`src/rtl/io_tseq_pkg.sv`:
```
package io_tseq_pkg;
  localparam int unsigned CNT_W         = 5;
  localparam int unsigned DSTB_BIT      = 2;
  localparam int unsigned HOLD_LSB      = 3;
  localparam int unsigned HOLD_W        = 2;
  localparam int unsigned ACC_LSB       = 5;
  localparam int unsigned ACC_W         = 4;
  localparam int unsigned SETUP_LSB     = 9;
  localparam int unsigned SETUP_W       = 3;
  localparam int unsigned FIELD_W       = SETUP_LSB + SETUP_W - HOLD_LSB;
  localparam int unsigned SETUP_MAX     = 6;
  localparam int unsigned ACC_MIN       = 2;
  localparam int unsigned ACC_MAX       = 16;
  localparam int unsigned WAIT_HOLD_MIN = 3;

  typedef enum logic [1:0] {
    PH_IDLE   = 2'd0,
    PH_SETUP  = 2'd1,
    PH_ACCESS = 2'd2,
    PH_HOLD   = 2'd3
  } phase_e;

  typedef struct packed {
    logic [CNT_W-1:0] setup_cyc;
    logic [CNT_W-1:0] acc_cyc;
    logic [CNT_W-1:0] hold_cyc;
  } timing_t;
endpackage

```
`src/rtl/io_tseq_decode.sv`:
```
module io_tseq_decode
  import io_tseq_pkg::*;
(
  input  logic [FIELD_W-1:0] field_i,
  input  logic               we_i,
  output timing_t            timing_o
);
  localparam int unsigned S_OFF = SETUP_LSB - HOLD_LSB;
  localparam int unsigned A_OFF = ACC_LSB - HOLD_LSB;

  logic [SETUP_W-1:0] s_code;
  logic [ACC_W-1:0]   a_code;
  logic [HOLD_W-1:0]  h_code;
  logic [CNT_W-1:0]   s_ext, a_sum;

  assign s_code = field_i[S_OFF +: SETUP_W];
  assign a_code = field_i[A_OFF +: ACC_W];
  assign h_code = field_i[0 +: HOLD_W];
  assign s_ext  = CNT_W'(s_code);
  assign a_sum  = CNT_W'(a_code) + CNT_W'(ACC_MIN);

  always_comb begin
    timing_o.setup_cyc = (s_ext > CNT_W'(SETUP_MAX)) ? CNT_W'(SETUP_MAX) : s_ext;
    timing_o.acc_cyc   = (a_sum > CNT_W'(ACC_MAX))   ? CNT_W'(ACC_MAX)   : a_sum;
    // reads hold 2h, writes 2h+1
    timing_o.hold_cyc  = CNT_W'({h_code, we_i});
  end
endmodule

```
`src/rtl/io_tseq_seq.sv`:
```
module io_tseq_seq
  import io_tseq_pkg::*;
(
  input  logic    clk_i,
  input  logic    rst_ni,
  input  logic    start_i,
  input  timing_t timing_i,
  input  logic    wait_act_i,
  output phase_e  phase_o,
  output logic    capture_o,
  output logic    done_o
);
  phase_e           phase_q, phase_d;
  logic [CNT_W-1:0] cnt_q, cnt_d;
  logic [CNT_W-1:0] acc_q, hold_q, hold_eff;
  logic             waited_q, waited_d;
  logic             done_q, done_d;
  logic             last_acc;

  assign last_acc = (phase_q == PH_ACCESS) && (cnt_q == '0);
  assign hold_eff = (waited_q && (hold_q < CNT_W'(WAIT_HOLD_MIN))) ? CNT_W'(WAIT_HOLD_MIN) : hold_q;

  always_comb begin
    phase_d  = phase_q;
    cnt_d    = cnt_q;
    waited_d = waited_q;
    done_d   = 1'b0;
    unique case (phase_q)
      PH_IDLE: begin
        if (start_i) begin
          waited_d = 1'b0;
          if (timing_i.setup_cyc != '0) begin
            phase_d = PH_SETUP;
            cnt_d   = timing_i.setup_cyc - CNT_W'(1);
          end else begin
            phase_d = PH_ACCESS;
            cnt_d   = timing_i.acc_cyc - CNT_W'(1);
          end
        end
      end
      PH_SETUP: begin
        if (cnt_q == '0) begin
          phase_d = PH_ACCESS;
          cnt_d   = acc_q - CNT_W'(1);
        end else begin
          cnt_d = cnt_q - CNT_W'(1);
        end
      end
      PH_ACCESS: begin
        if (cnt_q != '0) begin
          cnt_d = cnt_q - CNT_W'(1);
        end else if (wait_act_i) begin
          waited_d = 1'b1;
        end else if (hold_eff != '0) begin
          phase_d = PH_HOLD;
          cnt_d   = hold_eff - CNT_W'(1);
        end else begin
          phase_d = PH_IDLE;
          done_d  = 1'b1;
        end
      end
      PH_HOLD: begin
        if (cnt_q == '0) begin
          phase_d = PH_IDLE;
          done_d  = 1'b1;
        end else begin
          cnt_d = cnt_q - CNT_W'(1);
        end
      end
      default: phase_d = PH_IDLE;
    endcase
  end

  always_ff @(posedge clk_i or negedge rst_ni) begin
    if (!rst_ni) begin
      phase_q  <= PH_IDLE;
      cnt_q    <= '0;
      acc_q    <= '0;
      hold_q   <= '0;
      waited_q <= 1'b0;
      done_q   <= 1'b0;
    end else begin
      phase_q  <= phase_d;
      cnt_q    <= cnt_d;
      waited_q <= waited_d;
      done_q   <= done_d;
      if (start_i && (phase_q == PH_IDLE)) begin
        acc_q  <= timing_i.acc_cyc;
        hold_q <= timing_i.hold_cyc;
      end
    end
  end

  assign phase_o   = phase_q;
  assign capture_o = last_acc && !wait_act_i;
  assign done_o    = done_q;
endmodule

```
`src/rtl/io_tseq_pins.sv`:
```
module io_tseq_pins
  import io_tseq_pkg::*;
#(
  parameter int unsigned ADDR_W = 26,
  parameter int unsigned DATA_W = 32
) (
  input  phase_e            phase_i,
  input  logic              we_i,
  input  logic              dstrobe_i,
  input  logic [ADDR_W-1:0] addr_i,
  input  logic [DATA_W-1:0] wdata_i,
  output logic [ADDR_W-1:0] io_addr_o,
  output logic              io_addr_oe_o,
  output logic              io_cs_no,
  output logic              io_rd_no,
  output logic              io_wr_no,
  output logic [DATA_W-1:0] io_data_o,
  output logic              io_data_oe_o
);
  logic active, in_acc, in_acc_or_hold;

  assign active         = (phase_i != PH_IDLE);
  assign in_acc         = (phase_i == PH_ACCESS);
  assign in_acc_or_hold = in_acc || (phase_i == PH_HOLD);

  assign io_addr_o    = addr_i;
  assign io_addr_oe_o = active;
  assign io_cs_no     = !active;
  // data-strobe mode moves the write pulse onto the read pin
  assign io_rd_no     = !(in_acc && (!we_i || dstrobe_i));
  assign io_wr_no     = !(in_acc && we_i && !dstrobe_i);
  assign io_data_o    = wdata_i;
  assign io_data_oe_o = we_i && in_acc_or_hold;
endmodule

```
`src/rtl/io_tseq.sv`:
```
module io_tseq
  import io_tseq_pkg::*;
#(
  parameter int unsigned ADDR_W = 26,
  parameter int unsigned DATA_W = 32
) (
  input  logic              clk_i,
  input  logic              rst_ni,
  input  logic              req_i,
  input  logic [ADDR_W-1:0] req_addr_i,
  input  logic              req_we_i,
  input  logic [DATA_W-1:0] req_wdata_i,
  output logic              ack_o,
  output logic [DATA_W-1:0] rdata_o,
  input  logic              wait_pol_i,
  input  logic              io_wait_i,
  input  logic [DATA_W-1:0] io_data_i,
  output logic [ADDR_W-1:0] io_addr_o,
  output logic              io_addr_oe_o,
  output logic              io_cs_no,
  output logic              io_rd_no,
  output logic              io_wr_no,
  output logic [DATA_W-1:0] io_data_o,
  output logic              io_data_oe_o
);
  timing_t           timing;
  phase_e            phase;
  logic              accept, capture, wait_act;
  logic [ADDR_W-1:0] addr_q;
  logic              we_q;
  logic [DATA_W-1:0] wdata_q, rdata_q;

  assign wait_act = wait_pol_i ? io_wait_i : !io_wait_i;
  // ack cycle blocks a still-held request
  assign accept   = req_i && (phase == PH_IDLE) && !ack_o;

  io_tseq_decode u_decode (
    .field_i  (req_addr_i[HOLD_LSB +: FIELD_W]),
    .we_i     (req_we_i),
    .timing_o (timing)
  );

  io_tseq_seq u_seq (
    .clk_i      (clk_i),
    .rst_ni     (rst_ni),
    .start_i    (accept),
    .timing_i   (timing),
    .wait_act_i (wait_act),
    .phase_o    (phase),
    .capture_o  (capture),
    .done_o     (ack_o)
  );

  always_ff @(posedge clk_i or negedge rst_ni) begin
    if (!rst_ni) begin
      addr_q  <= '0;
      we_q    <= 1'b0;
      wdata_q <= '0;
      rdata_q <= '0;
    end else begin
      if (accept) begin
        addr_q  <= req_addr_i;
        we_q    <= req_we_i;
        wdata_q <= req_wdata_i;
      end
      if (capture && !we_q) rdata_q <= io_data_i;
    end
  end

  assign rdata_o = rdata_q;

  io_tseq_pins #(.ADDR_W(ADDR_W), .DATA_W(DATA_W)) u_pins (
    .phase_i      (phase),
    .we_i         (we_q),
    .dstrobe_i    (addr_q[DSTB_BIT]),
    .addr_i       (addr_q),
    .wdata_i      (wdata_q),
    .io_addr_o    (io_addr_o),
    .io_addr_oe_o (io_addr_oe_o),
    .io_cs_no     (io_cs_no),
    .io_rd_no     (io_rd_no),
    .io_wr_no     (io_wr_no),
    .io_data_o    (io_data_o),
    .io_data_oe_o (io_data_oe_o)
  );
endmodule

```
`config.mk`:
```
export PLATFORM = sky130hd
export DESIGN_NAME = io_tseq
export DESIGN_NICKNAME = d
export VERILOG_FILES = /design/src/rtl/io_tseq_pkg.sv /design/src/rtl/io_tseq_decode.sv /design/src/rtl/io_tseq_seq.sv /design/src/rtl/io_tseq_pins.sv /design/src/rtl/io_tseq.sv
export SDC_FILE = /design/constraint.sdc
export NUM_CORES = 1
export LEC_CHECK = 0
export BUFFER_PORTS_ARGS = -buffer_cell sky130_fd_sc_hd__buf_2
export CORE_MARGIN = 2
export CORE_UTILIZATION = 44
export DETAILED_ROUTE_END_ITERATION = 8
export PLACE_DENSITY = 0.87
export SLEW_MARGIN = 5
export SYNTH_ARGS = -nofsm -noshare
export SYNTH_HDL_FRONTEND = slang
export SYNTH_SLANG_ARGS = --single-unit
export TNS_END_PERCENT = 30
```
`constraint.sdc`:
```
create_clock -name clk_i -period 1.75 [get_ports clk_i]
set_input_delay 0.175 -clock clk_i [delete_from_list [all_inputs] [get_ports clk_i]]
set_output_delay 0.175 -clock clk_i [all_outputs]
set_load 0.005 [all_outputs]
```
## Yosys cells after proc, flatten, opt, wreduce, memory -nomap -nowiden

Index checks and enable logic that the tools add are counted.

| storage, ports and cells | value |
|---|---|
| bits in registers | 108 |
| bits of input ports | 96 |
| output and inout bits | 96 |

| operators by class | value |
|---|---|
| add/sub/neg operators | 6 |
| magnitude comparators | 3 |
| equal/unequal tests | 12 |
| multiplexer cells | 29 |
| reductions and logical operators | 31 |

Operators by type and width:

| kind | number |
|---|---|
| 5-bit two-way mux | 8 |
| 5-bit one-hot mux with 4 select lines | 1 |
| 5-bit by 1-bit subtractor with 5-bit output, second input constant | 4 |
| 5-bit nonzero test | 3 |
| 2-bit two-way mux | 7 |
| 1-bit logical AND | 11 |
| 2-bit != test, second input constant | 5 |
| 1-bit zero test | 8 |
| 1-bit two-way mux | 8 |
| 2-bit one-hot mux with 4 select lines | 1 |
| 4-bit AND reduction | 2 |
| 3-bit two-way mux | 2 |
| 3-bit != test, second input constant | 2 |
| 4-bit by 2-bit adder with 5-bit output, second input constant | 1 |
| 5-bit greater-than comparator, second input constant | 1 |
| 5-bit zero test | 1 |
| 5-bit AND reduction | 1 |
| 2-bit == test, second input constant | 2 |
| 2-bit by 1-bit != test with 1-bit output, second input constant | 2 |
| 1-bit one-hot mux with 2 select lines | 2 |
| 2-bit nonzero test | 2 |
| 3-bit by 1-bit subtractor with 4-bit output, second input constant | 1 |
| 3-bit greater-than comparator, second input constant | 1 |
| 3-bit by 2-bit less-than comparator with 1-bit output, second input constant | 1 |
| 3 further kinds | 4 |

## Depth between registers and ports, before layout

Gate-level depths: netlist of run 1.

| logic depth | value |
|---|---|
| depth in word-level cells | 8 |
| depth in mapped cells | 8 |

## Hierarchy

A second synthesis of run 1 with hierarchy kept.

| second synthesis, totals | value |
|---|---|
| cells, all modules | 420 |
| area, all modules | 5,351.4 µm² |

By module, submodules not included:

| module | instances | cells each | area each (µm²) |
|---|---|---|---|
| io_tseq | 1 | 195 | 3,464.6 |
| io_tseq_seq | 1 | 139 | 1,272.5 |
| io_tseq_pins | 1 | 65 | 474.2 |
| io_tseq_decode | 1 | 21 | 140.1 |

## Worst setup path before layout of run 1

OpenSTA, ideal clock, no wires.

| path | value |
|---|---|
| path type | reg2reg |
| start point | register u_seq.cnt_q[0] |
| end point | register u_seq.cnt_q[1] |
| arrival | 1.769 ns |
| data required time | 1.629 ns |
| path slack | -0.141 ns |
| stages on the path, launching flop included | 9 |
| path buffers | 1 |
| clock period less this slack | 1.891 ns |
| path through | dfrtp_1 -> inv_1 -> ha_1 -> or4b_1 -> buf_2 -> maj3_2 -> clkinv_1 -> o22ai_1 -> o22a_1 |

| between the ends | value |
|---|---|
| word-level cells in the longest chain between the ends | 3 |
| elaborated cells on any way between the ends | 11 |
| those cells by class | 1 x add/sub; 3 x eq/ne; 4 x mux; 3 x reduce/logical |

Ends and longest elaborated chain:

| element | RTL line | RTL |
|---|---|---|
| start: declaration | io_tseq_seq.sv:14 | `logic [CNT_W-1:0] cnt_q, cnt_d;` |
| start signal: assignment | io_tseq_seq.sv:84 | `cnt_q <= cnt_d;` |
| 5-bit by 1-bit subtractor with 5-bit output (tied with other cells) | io_tseq_seq.sv:46, io_tseq_seq.sv:51, io_tseq_seq.sv:67 |  |
| 5-bit two-way mux (tied with other cells) | io_tseq_seq.sv:63 | `if (cnt_q == '0) begin` |
| 5-bit one-hot mux with 4 select lines or 4-bit AND reduction (tied branches) | - |  |

Several ways; a longest one is shown, not always the timed one. The select of a mux whose other input is x is not followed.
A chain may end at the register's enable or synchronous reset.

## Final worst setup path of run 1

| path | value |
|---|---|
| start point | register u_seq.cnt_q[1] |
| end point | register u_seq.cnt_q[1] |

The elaborated chain is that of the path after synthesis.

==> results of run 1 <==
==> where the power goes <==
group          switching [mW]  total, mW  internal, mW
sequential              0.629       4.09          3.46
combinational            1.76       3.49          1.73
clock                   0.866       1.43         0.565
total                    3.25       9.01          5.76
==> cell type report <==
class	instances	share of cell area (%)
sequential	108	39.95
multi-input combinational	339	28.07
timing repair buffer	267	26.08
tap	136	2.515
clock buffer	10	2.034
inverter	12	0.6843
clock inverter	6	0.6658
==> logic make-up (layout without fill, tap and decap cells) <==
family	after synthesis	count (layout)	synth area share [%]
fa+ha+maj	6	6	1.576
mux	33	33	7.906
compound gates	53	54	7.105
xor+xnor	7	7	1.309
flops	108	108	57.69
buf+inv	35	295	3.098
simple gates	239	239	21.31
==> flip-flops by register name (all words and copies together) (netlist names) <==
register	count
u_seq.cnt_q	5
we_q	1
u_seq.waited_q	1
addr_q	26
rdata_o	32
wdata_q	32
u_seq.phase_o	2
u_seq.done_o	1
u_seq.acc_q	5
u_seq.hold_q	3
==> final timing paths <==
| kind | cells after the start | endpoint | slack, ns |
|---|---|---|---|
| worst max-delay path | 7 | u_seq.cnt_q[1] | -0.11 |
| worst min-delay path | 3 | addr_q[21] | 0.01 |
| worst max register to register | 7 | u_seq.cnt_q[1] | -0.11 |
| worst min register to register | 2 | addr_q[10] | 0.48 |
| max in group asynchronous | 3 | wdata_q[6] | 0.82 |
| min in group asynchronous | 2 | u_seq.acc_q[0] | 0.27 |
==> through the flow <==
| stage | setup WS (ns) | hold WS [ns] | cells |
|---|---|---|---|
| floorplan | -0.1096 | -0.1206 | 481 |
| global placement | -0.03094 | 0.1075 | 805 |
| detailed placement | -0.1094 | 0.1181 | 805 |
| CTS | -0.1117 | 0.002756 | 876 |
| global route | -0.1632 | -0.001862 | 878 |
| finish | -0.1090 | 0.01308 | 878 |
==> metal layers <==
metal	wire length [um]	track usage [%]
met4	335	8.442
met3	747	4.802
met5	0	0
met2	6970	41.14
met1	5338	28.81
==> worst min-delay path: cells and delay by family <==
family	cells	cell delay, ns
and+or+nand+nor	2	0.10
buffers and inverters	1	0.07
==> cell usage in the layout (no fill, tap or decap), drive strengths merged, types with 3 or more instances in the layout <==
cell type	instances
a21oi	7
a31oi	3
buf	218
clkbuf	11
clkinv	3
clkinvlp	3
dfrtp	108
dlygate4sd3	48
ha	5
inv	12
mux2	32
nand2	193
nand2b	4
nor2	11
nor2b	8
nor3	10
o21ai	23
o22ai	3
xor2	5
==> what timing repair did <==
item	in CTS	in global routing
resized for setup	5	10
pin swaps	3	2
hold buffers	48	0
cloned	2	2
endpoints found under the setup margin	39	40
endpoints found under the hold margin	72	0
setup buffers	5	0
==> flow_metrics.py, run 1 <==
metrics = {
    "place": {
        "place_congestion": 0.8178,
        "dpl_cell_area_um2": 5931,
        "numPortBuffers": 191,
        "hpwlAfterDp_um": 8592,
    },
    "logic_synthesis": {
        "yosysSeqAreaShare_pct": 57.69,
        "synth.cell_area_um2": 4684,
        "synth_edf_count": 0,
        "yosys.area.top_type_share_pct": 57.69,
        "synth_area_leader_cell": "dfrtp_1",
        "syn_avg_cell_area_um2": 9.739,
        "synth-async-reset-ratio_pct": 100.0,
        "ys_types": 47,
        "syn-num-nets": 582,
        "synth_flop_cell": "dfrtp_1",
        "ys.warnings.count": 0,
        "yosysMostFrequentCell": "nand2_1",
        "yosys-top-cells-area": "dfrtp_1 (58%), nand2_1 (15%), mux2_2 (7.2%)",
        "synth_commonest_cells": "nand2_1 (193), dfrtp_1 (108), mux2_2 (30), o21ai_0 (22), clkbuf_1 (16)",
        "syn_inst": 481,
        "ys_ff_latch": 108,
    },
    "sta": {
        "setup_slack_ns": -0.1090,
        "rsz0062_at_grt": "true",
        "setup_violations": 36,
        "slew_violations": 0,
        "worstMarginPinSlew_ns": 0.5620,
        "period_share_pct": 106.2,
        "tns_ns": -1.282,
        "finalHoldViolCount": 0,
        "fmax_ghz": 0.5379,
        "min_period_ns": 1.859,
        "relSlewSlack_pct": 62.06,
        "fin_skew_ns": 0.009095,
    },
    "setup_path": {
        "end_kind": "flip-flop",
        "worstPathMaxFanout": 4,
        "arrival_ns": 2.11,
        "cpMaxStageDelayCell": "or4b_4",
        "start_kind": "flip-flop",
        "critPathTopFamily": "adder cells",
        "worst-path-buf-inv": 2,
        "slowest_delay_ns": 0.50,
        "crit_type": "reg -> reg",
        "startpoint": "u_seq.cnt_q[1]",
        "required_ns": 2.00,
        "worstReg2RegStart": "u_seq.cnt_q[1]",
        "path_cells": "inv_1 > ha_2 > or4b_4 > maj3_2 > clkinv_2 > o22ai_1 > o22a_1",
    },
    "power": {
        "cellLeakagePower_nw": 3.753,
        "irDropWorstVdd_v": 0.0006294,
        "cellPowerDensity_nw_per_um2": 1332,
        "finalPower_mw": 9.013,
    },
    "cells_and_area": {
        "final_util_pct": 65.53,
        "multiInputGateArea_um2": 1899,
        "nets": 838,
        "regArea_um2": 2703,
        "fill_cells": 759,
        "drive_gt1_share_pct": 37.60,
        "syn_to_final_growth_pct": 44.42,
        "n_antenna_cell": 0,
        "final_area_um2": 6765,
    },
    "clock_network": {
        "tritoncts": "built",
        "clk-insertion-delay-late_ns": 0.37,
        "clock_path_buffers": 2,
        "cts.sinks": 108,
        "numCtsBuffers": 9,
        "cts-root-buf": "clkbuf_8",
        "cts.htree.levels": 3,
        "clkTransAtPathRegs_ns": 0.10,
    },
    "job": {
        "cap_violations": 0,
    },
    "die": {
        "core_um2": 10320,
        "rows": 37,
        "start_util_pct": 45.38,
        "ios": 192,
        "dieArea_um2": 11490,
        "dieWidth_um": 107.2,
        "die_h_um": 107.2,
    },
    "route": {
        "viasPerCell": 5.048,
        "drc_errors": 0,
        "wl_um": 13390,
        "drtIter0Drc": 207,
        "route.vias.total": 4432,
        "wl_per_cell_um": 15.25,
        "ant_nets": 0,
        "firstDrtPassIters": 5,
    },
    "hold_path": {
        "min_path_type": "in -> reg",
        "min_from": "req_addr_i[21]",
    },
    "outcome": {
        "outcome": "complete, but fails checks",
        "violations": "setup timing",
    },
    "grt": {
        "antenna_found_initial": 0,
        "grt_overflow": 0,
        "grt_pass1_wl_um": 21490,
        "grt_max_degree": 61,
        "grt_pass1_vias": 4479,
        "grtUsageTotal_pct": 23.55,
    },
}
(Power assumes the default switching activity.)
==> run 2: changes to the inputs <==
Settings changed: CORE_UTILIZATION 44 to 45, PLACE_DENSITY 0.87 to 0.86, SYNTH_HIERARCHICAL from default to 1.
==> flow_metrics.py, run 2 <==
metrics = {
    "outcome": {
        "outcome": "complete, but fails checks",
        "violations": "DRC, setup timing",
    },
    "power": {
        "combPwrFrac_pct": 42.6,
        "finalPower_mw": 11.60,
        "power.share.clock_pct": 18.5,
        "cellLeakagePower_nw": 3.323,
        "intPower_mw": 7.970,
        "cellPowerDensity_nw_per_um2": 1718,
        "pwr-share-seq_pct": 38.9,
        "irDropWorstVdd_v": 0.0006348,
        "p_sw_mw": 3.626,
        "switching_share_pct": 31.27,
    },
    "cells_and_area": {
        "finalNonFillerCells": 738,
        "n_antenna_cell": 0,
        "final_cell_mix": "buf_2 (190), dfrtp_1 (110), mux2_2 (71)",
        "fill_cells": 945,
        "multiInputGateArea_um2": 2059,
        "regArea_um2": 2753,
        "syn_to_final_growth_pct": 26.14,
        "layout_commonest_cell": "buf_2",
        "nets": 690,
        "drive_gt1_share_pct": 62.18,
    },
    "clock_network": {
        "cts.sinks": 110,
        "clk-insertion-delay-late_ns": 0.34,
        "clkTransAtPathRegs_ns": 0.07,
        "cts.htree.levels": 3,
        "tritoncts": "built",
        "clock_path_buffers": 2,
        "numCtsBuffers": 9,
        "cts-root-buf": "clkbuf_16",
    },
    "grt": {
        "antenna_found_initial": 0,
        "grt_pass1_wl_um": 17810,
        "grt_overflow": 0,
        "grtUsageTotal_pct": 17.57,
        "grt_pass1_vias": 3708,
        "grt_max_degree": 52,
    },
    "place": {
        "numPortBuffers": 191,
        "place_congestion": 0.8641,
        "numPlacedInstances": 718,
        "hpwlAfterDp_um": 8693,
    },
    "logic_synthesis": {
        "yosys-top-cells-area": "dfrtp_1 (51%), mux2_2 (18%), buf_4 (9.1%)",
        "synth-async-reset-ratio_pct": 100.0,
        "yosysMostFrequentCell": "dfrtp_1",
        "ys_ff_latch": 110,
        "synth_commonest_cells": "dfrtp_1 (110), mux2_2 (86), buf_4 (65), o21ai_0 (15), inv_1 (14)",
        "synth.cell_area_um2": 5351,
        "ys_types": 57,
        "syn_avg_cell_area_um2": 12.74,
        "synth_flop_cell": "dfrtp_1",
        "yosys.area.top_type_share_pct": 51.44,
        "syn_inst": 420,
        "yosysSeqAreaShare_pct": 51.44,
        "synth_area_leader_cell": "dfrtp_1",
        "ys.warnings.count": 6,
        "synth_edf_count": 0,
    },
    "sta": {
        "min_period_ns": 2.230,
        "slew_violations": 0,
        "setup_violations": 45,
        "rsz0062_at_grt": "true",
        "fin_skew_ns": 0.006630,
        "relSlewSlack_pct": 62.48,
        "finalHoldViolCount": 0,
        "period_share_pct": 127.4,
        "worstMarginPinSlew_ns": 0.5588,
        "setup_slack_ns": -0.4804,
        "fmax_ghz": 0.4484,
    },
    "setup_path": {
        "end_kind": "flip-flop",
        "crit_type": "reg -> reg",
        "required_ns": 1.98,
        "ff2ff_setup_slack_ns": -0.48,
        "arrival_ns": 2.46,
        "start_kind": "flip-flop",
        "worstPathMaxFanout": 16,
    },
    "route": {
        "firstDrtPassIters": 6,
        "drc_errors": 19,
        "route.vias.total": 3685,
        "viasPerCell": 4.993,
        "wl_um": 11790,
        "drtIter0Drc": 211,
        "ant_nets": 0,
        "wl_per_cell_um": 15.97,
    },
    "job": {
        "cap_violations": 0,
    },
    "die": {
        "ios": 192,
        "rows": 39,
        "die_h_um": 113.1,
        "dieArea_um2": 12780,
        "core_um2": 11520,
        "start_util_pct": 46.47,
        "dieWidth_um": 113.1,
    },
    "hold_path": {
        "min_path_type": "in -> reg",
    },
}
run 2: per-stage QoR:
step	hold slack (ns)	setup slack, ns	TNS (ns)	area, um^2	utilization, %
after global placement	0.06522	-0.4438	-16.90	6262	54.38
final	0.05057	-0.4804	-15.74	6750	58.62
after global routing	0.04955	-0.5598	-19.97	6750	58.62
after CTS	0.04402	-0.4633	-15.10	6619	57.48
after detailed placement	0.07249	-0.5156	-21.17	6262	54.38
after floorplan	-0.1206	-0.4154	-15.29	5391	-
run 2: worst paths after layout:
kind / to / depth (start not counted) / from
min: rdata_o[6] / 2 / io_data_i[6]
max: rdata_o[18] / 7 / u_seq/cnt_q[0]
min reg2reg: rdata_o[6] / 1 / rdata_o[6]
min in group asynchronous: addr_q[17] / 2 / rst_ni
max reg2reg: rdata_o[18] / 7 / u_seq/cnt_q[0]
max in group asynchronous: rdata_o[6] / 3 / rst_ni
run 2: logic make-up (layout without fill, tap and decap cells):
kind of cell	after synthesis	in the layout	share of synthesized area [%]
flip-flops	110	110	51.44
multiplexers	98	98	21.32
buffers and inverters	95	267	12.18
AND/OR/NAND/NOR	57	57	6.570
AO/OA/AOI/OAI	45	45	5.846
XOR/XNOR	10	10	1.637
adder cells (fa/ha/maj)	4	4	0.9353
other	1	4	0.07008
run 2: area by class of cell:
| cell class | count | area share [%] |
|---|---|---|
| Sequential cell | 110 | 40.78 |
| Multi-Input combinational cell | 218 | 30.51 |
| Timing Repair Buffer | 237 | 20.57 |
| Clock buffer | 13 | 4.004 |
| Tap cell | 143 | 2.651 |
| Inverter | 14 | 0.7785 |
| Clock inverter | 3 | 0.7044 |
run 2: power by group through the flow:
stage          Combinational, mW  Clock, mW  Sequential [mW]
2_1_floorplan               3.46          0             4.49
3_3_place_gp                4.59          0             4.45
3_5_place_dp                4.73          0             4.53
4_1_cts                     4.79       2.20             4.51
5_1_grt                     5.38       2.29             4.68
6_report                    4.94       2.14             4.51
run 2: critical path, cell delays in order (launching register included):
cell and delay [ns]:
dfrtp_1 0.39, inv_2 0.08, ha_4 0.13, or4b_4 0.48, nor4_4 0.19, nor2b_4 0.31
buf_12 0.19, mux2_2 0.35
run 2: layer usage:
metal	routed length, um	GRT usage, %	vias up
li1	-	-	1727
met2	5737	29.70	144
met1	5009	22.00	1797
met3	825	4.124	17
met5	0	0	-
met4	214	6.667	0
run 2: repair_timing:
item / CTS / global route
gates resized for setup: 8 / 25
hold buffers: 1 / 0
endpoints found under the setup margin: 83 / 99
pin swaps: 4 / 0
cloned: 0 / 2
buffers inserted: 0 / 1
hold endpoints to repair: 17 / 0
==> run 3: changes to the inputs <==
Settings changed: HOLD_SLACK_MARGIN from default to 0.15.
Clock period 1.75 ns to 2 ns, I/O delays scaled along.
==> flow_metrics.py, run 3 (same netlist as run 2, synthesis figures left out) <==
metrics = {
    "grt": {
        "grt_pass1_wl_um": 22170,
        "grt_pass1_vias": 4435,
        "grt_max_degree": 59,
        "antenna_found_initial": 0,
        "grt_overflow": 0,
        "grtUsageTotal_pct": 22.09,
    },
    "route": {
        "ant_nets": 0,
        "dr_wl_met2_um": 7217,
        "drtIter0Drc": 275,
        "dr_wl_met3_um": 968,
        "met1_length_um": 5364,
        "wl_um": 13880,
        "top_layer": "met4",
        "drc_errors": 19,
        "route.vias.total": 4129,
        "wl_per_cell_um": 16.93,
        "viasPerCell": 5.035,
        "firstDrtPassIters": 6,
    },
    "clock_network": {
        "cts.sinks": 110,
        "cts.htree.levels": 3,
        "cts-root-buf": "clkbuf_16",
        "numCtsBuffers": 9,
        "tritoncts": "built",
        "clock_path_buffers": 2,
        "clk-insertion-delay-late_ns": 0.35,
        "clkTransAtPathRegs_ns": 0.07,
    },
    "place": {
        "numPortBuffers": 191,
        "numPlacedInstances": 707,
        "place_congestion": 0.9159,
        "pre_cts_ws_ns": -0.2036,
        "hpwlAfterDp_um": 8887,
        "dpl_cell_area_um2": 6180,
    },
    "sta": {
        "min_period_ns": 2.174,
        "finalHoldViolCount": 0,
        "relSlewSlack_pct": 53.32,
        "slew_violations": 0,
        "fmax_ghz": 0.4599,
        "worstMarginPinSlew_ns": 0.6951,
        "whs_ns": 0.1656,
        "tns_ns": -4.319,
        "fin_skew_ns": 0.007610,
        "rsz0062_at_grt": "true",
        "setup_slack_ns": -0.1742,
        "period_share_pct": 108.7,
        "setup_violations": 33,
    },
    "setup_path": {
        "ff2ff_setup_slack_ns": -0.17,
        "worstPathMaxFanout": 8,
        "startpoint": "u_seq/cnt_q[0]",
        "rr_endpoint": "rdata_o[22]",
        "slowest_delay_ns": 0.47,
        "path_cells": "inv_2 > ha_4 > or4b_4 > nor4_4 > nor2b_4 > buf_6 > buf_12 > mux2_2",
        "worstReg2RegStart": "u_seq/cnt_q[0]",
        "worstRegToRegCells": 8,
        "critPathCapture": "rdata_o[22]",
        "crit_type": "reg -> reg",
        "arrival_ns": 2.41,
        "required_ns": 2.23,
        "cpMaxStageDelayCell": "or4b_4",
        "start_kind": "flip-flop",
        "end_kind": "flip-flop",
    },
    "cells_and_area": {
        "final_area_um2": 7605,
        "finalNonFillerCells": 820,
        "syn_to_final_growth_pct": 42.11,
        "drive_gt1_share_pct": 53.91,
        "nets": 772,
        "n_antenna_cell": 0,
        "final_cell_mix": "buf_2 (190), dfrtp_1 (110), dlygate4sd3_1 (90)",
        "layout_commonest_cell": "buf_2",
        "fill_cells": 811,
    },
    "power": {
        "switching_share_pct": 32.24,
        "irDropWorstVdd_v": 0.0005852,
        "combPwrFrac_pct": 43.1,
        "intPower_mw": 7.023,
        "p_sw_mw": 3.342,
        "power.share.clock_pct": 18.1,
        "cellPowerDensity_nw_per_um2": 1363,
        "pwr-share-seq_pct": 38.7,
        "cellLeakagePower_nw": 3.658,
    },
    "die": {
        "core_um2": 11520,
        "ios": 192,
        "start_util_pct": 46.47,
        "rows": 39,
        "die_h_um": 113.1,
        "dieArea_um2": 12780,
        "dieWidth_um": 113.1,
    },
    "outcome": {
        "violations": "DRC, setup timing",
        "outcome": "complete, but fails checks",
    },
    "job": {
        "cap_violations": 0,
    },
    "hold_path": {
        "min_path_type": "in -> reg",
    },
}
[run 3: changes by cell type in the layout (fill, tap and decap cells not counted), sizes merged]
| cell | delta |
|---|---|
| dlygate4sd3 | +89 |
| buf | -6 |
| clkbuf | -1 |
[run 3: worst min-delay path by stage]
stage | end | from | slack [ns] | depth (start not counted)
global route | addr_q[6] | req_addr_i[6] | 0.16 | 2
floorplan | addr_q[0] | rst_ni | -0.1 | 0
global placement | addr_q[18] | rst_ni | 0.20 | 1
finish | addr_q[6] | req_addr_i[6] | 0.17 | 2
CTS | addr_q[6] | req_addr_i[6] | 0.15 | 2
detailed placement | addr_q[18] | rst_ni | 0.20 | 1
[run 3: timing repair]
item | 4_1_cts | 5_1_grt
cloned | 2 | 0
gates resized for setup | 21 | 13
endpoints found under the hold margin | 128 | 0
pin swaps | 1 | 0
endpoints found under the setup margin | 35 | 79
buffers inserted | 6 | 0
hold buffers | 90 | 0
[run 3: final cells by class]
cell class / count / area, um^2 / share of cell area (%)
repair buffers: 319 / 2213 / 29.10
multi-input cells: 218 / 2090 / 27.48
flip-flops and latches: 110 / 2753 / 36.20
clock inverters: 3 / 47.55 / 0.6252
inverters: 14 / 52.55 / 0.6910
well taps: 143 / 178.9 / 2.353
clock buffers: 13 / 270.3 / 3.554
[run 3: metal layers]
layer | track usage, % | vias to the layer above
li1 | - | 1897
met1 | 25.58 | 2000
met2 | 39.72 | 201
met3 | 5.088 | 31
met4 | 8.537 | 0
met5 | 0 | -
[run 3: through the flow]
stage	util [%]	power, mW
after floorplan	-	6.954
after global placement	53.66	7.841
after detailed placement	53.66	8.047
after CTS	65.76	10.30
after global routing	66.04	11.01
final	66.04	10.36
[run 3: critical path: cells and delay by family (launching register included)]
kind | cells | cell delay, ns
and+or+nand+nor | 3 | 0.85
DFF | 1 | 0.39
muxes | 1 | 0.34
adders and majority gates | 1 | 0.12
buffers and inverters | 3 | 0.35
[run 3: power groups by stage]
stage / registers (mW) / clock network, mW / logic, mW
after floorplan: 3.93 / 0 / 3.02
after global placement: 3.92 / 0 / 3.92
after detailed placement: 4.01 / 0 / 4.04
after CTS: 3.99 / 1.93 / 4.37
after global routing: 4.15 / 2.01 / 4.86
final: 4.02 / 1.88 / 4.47
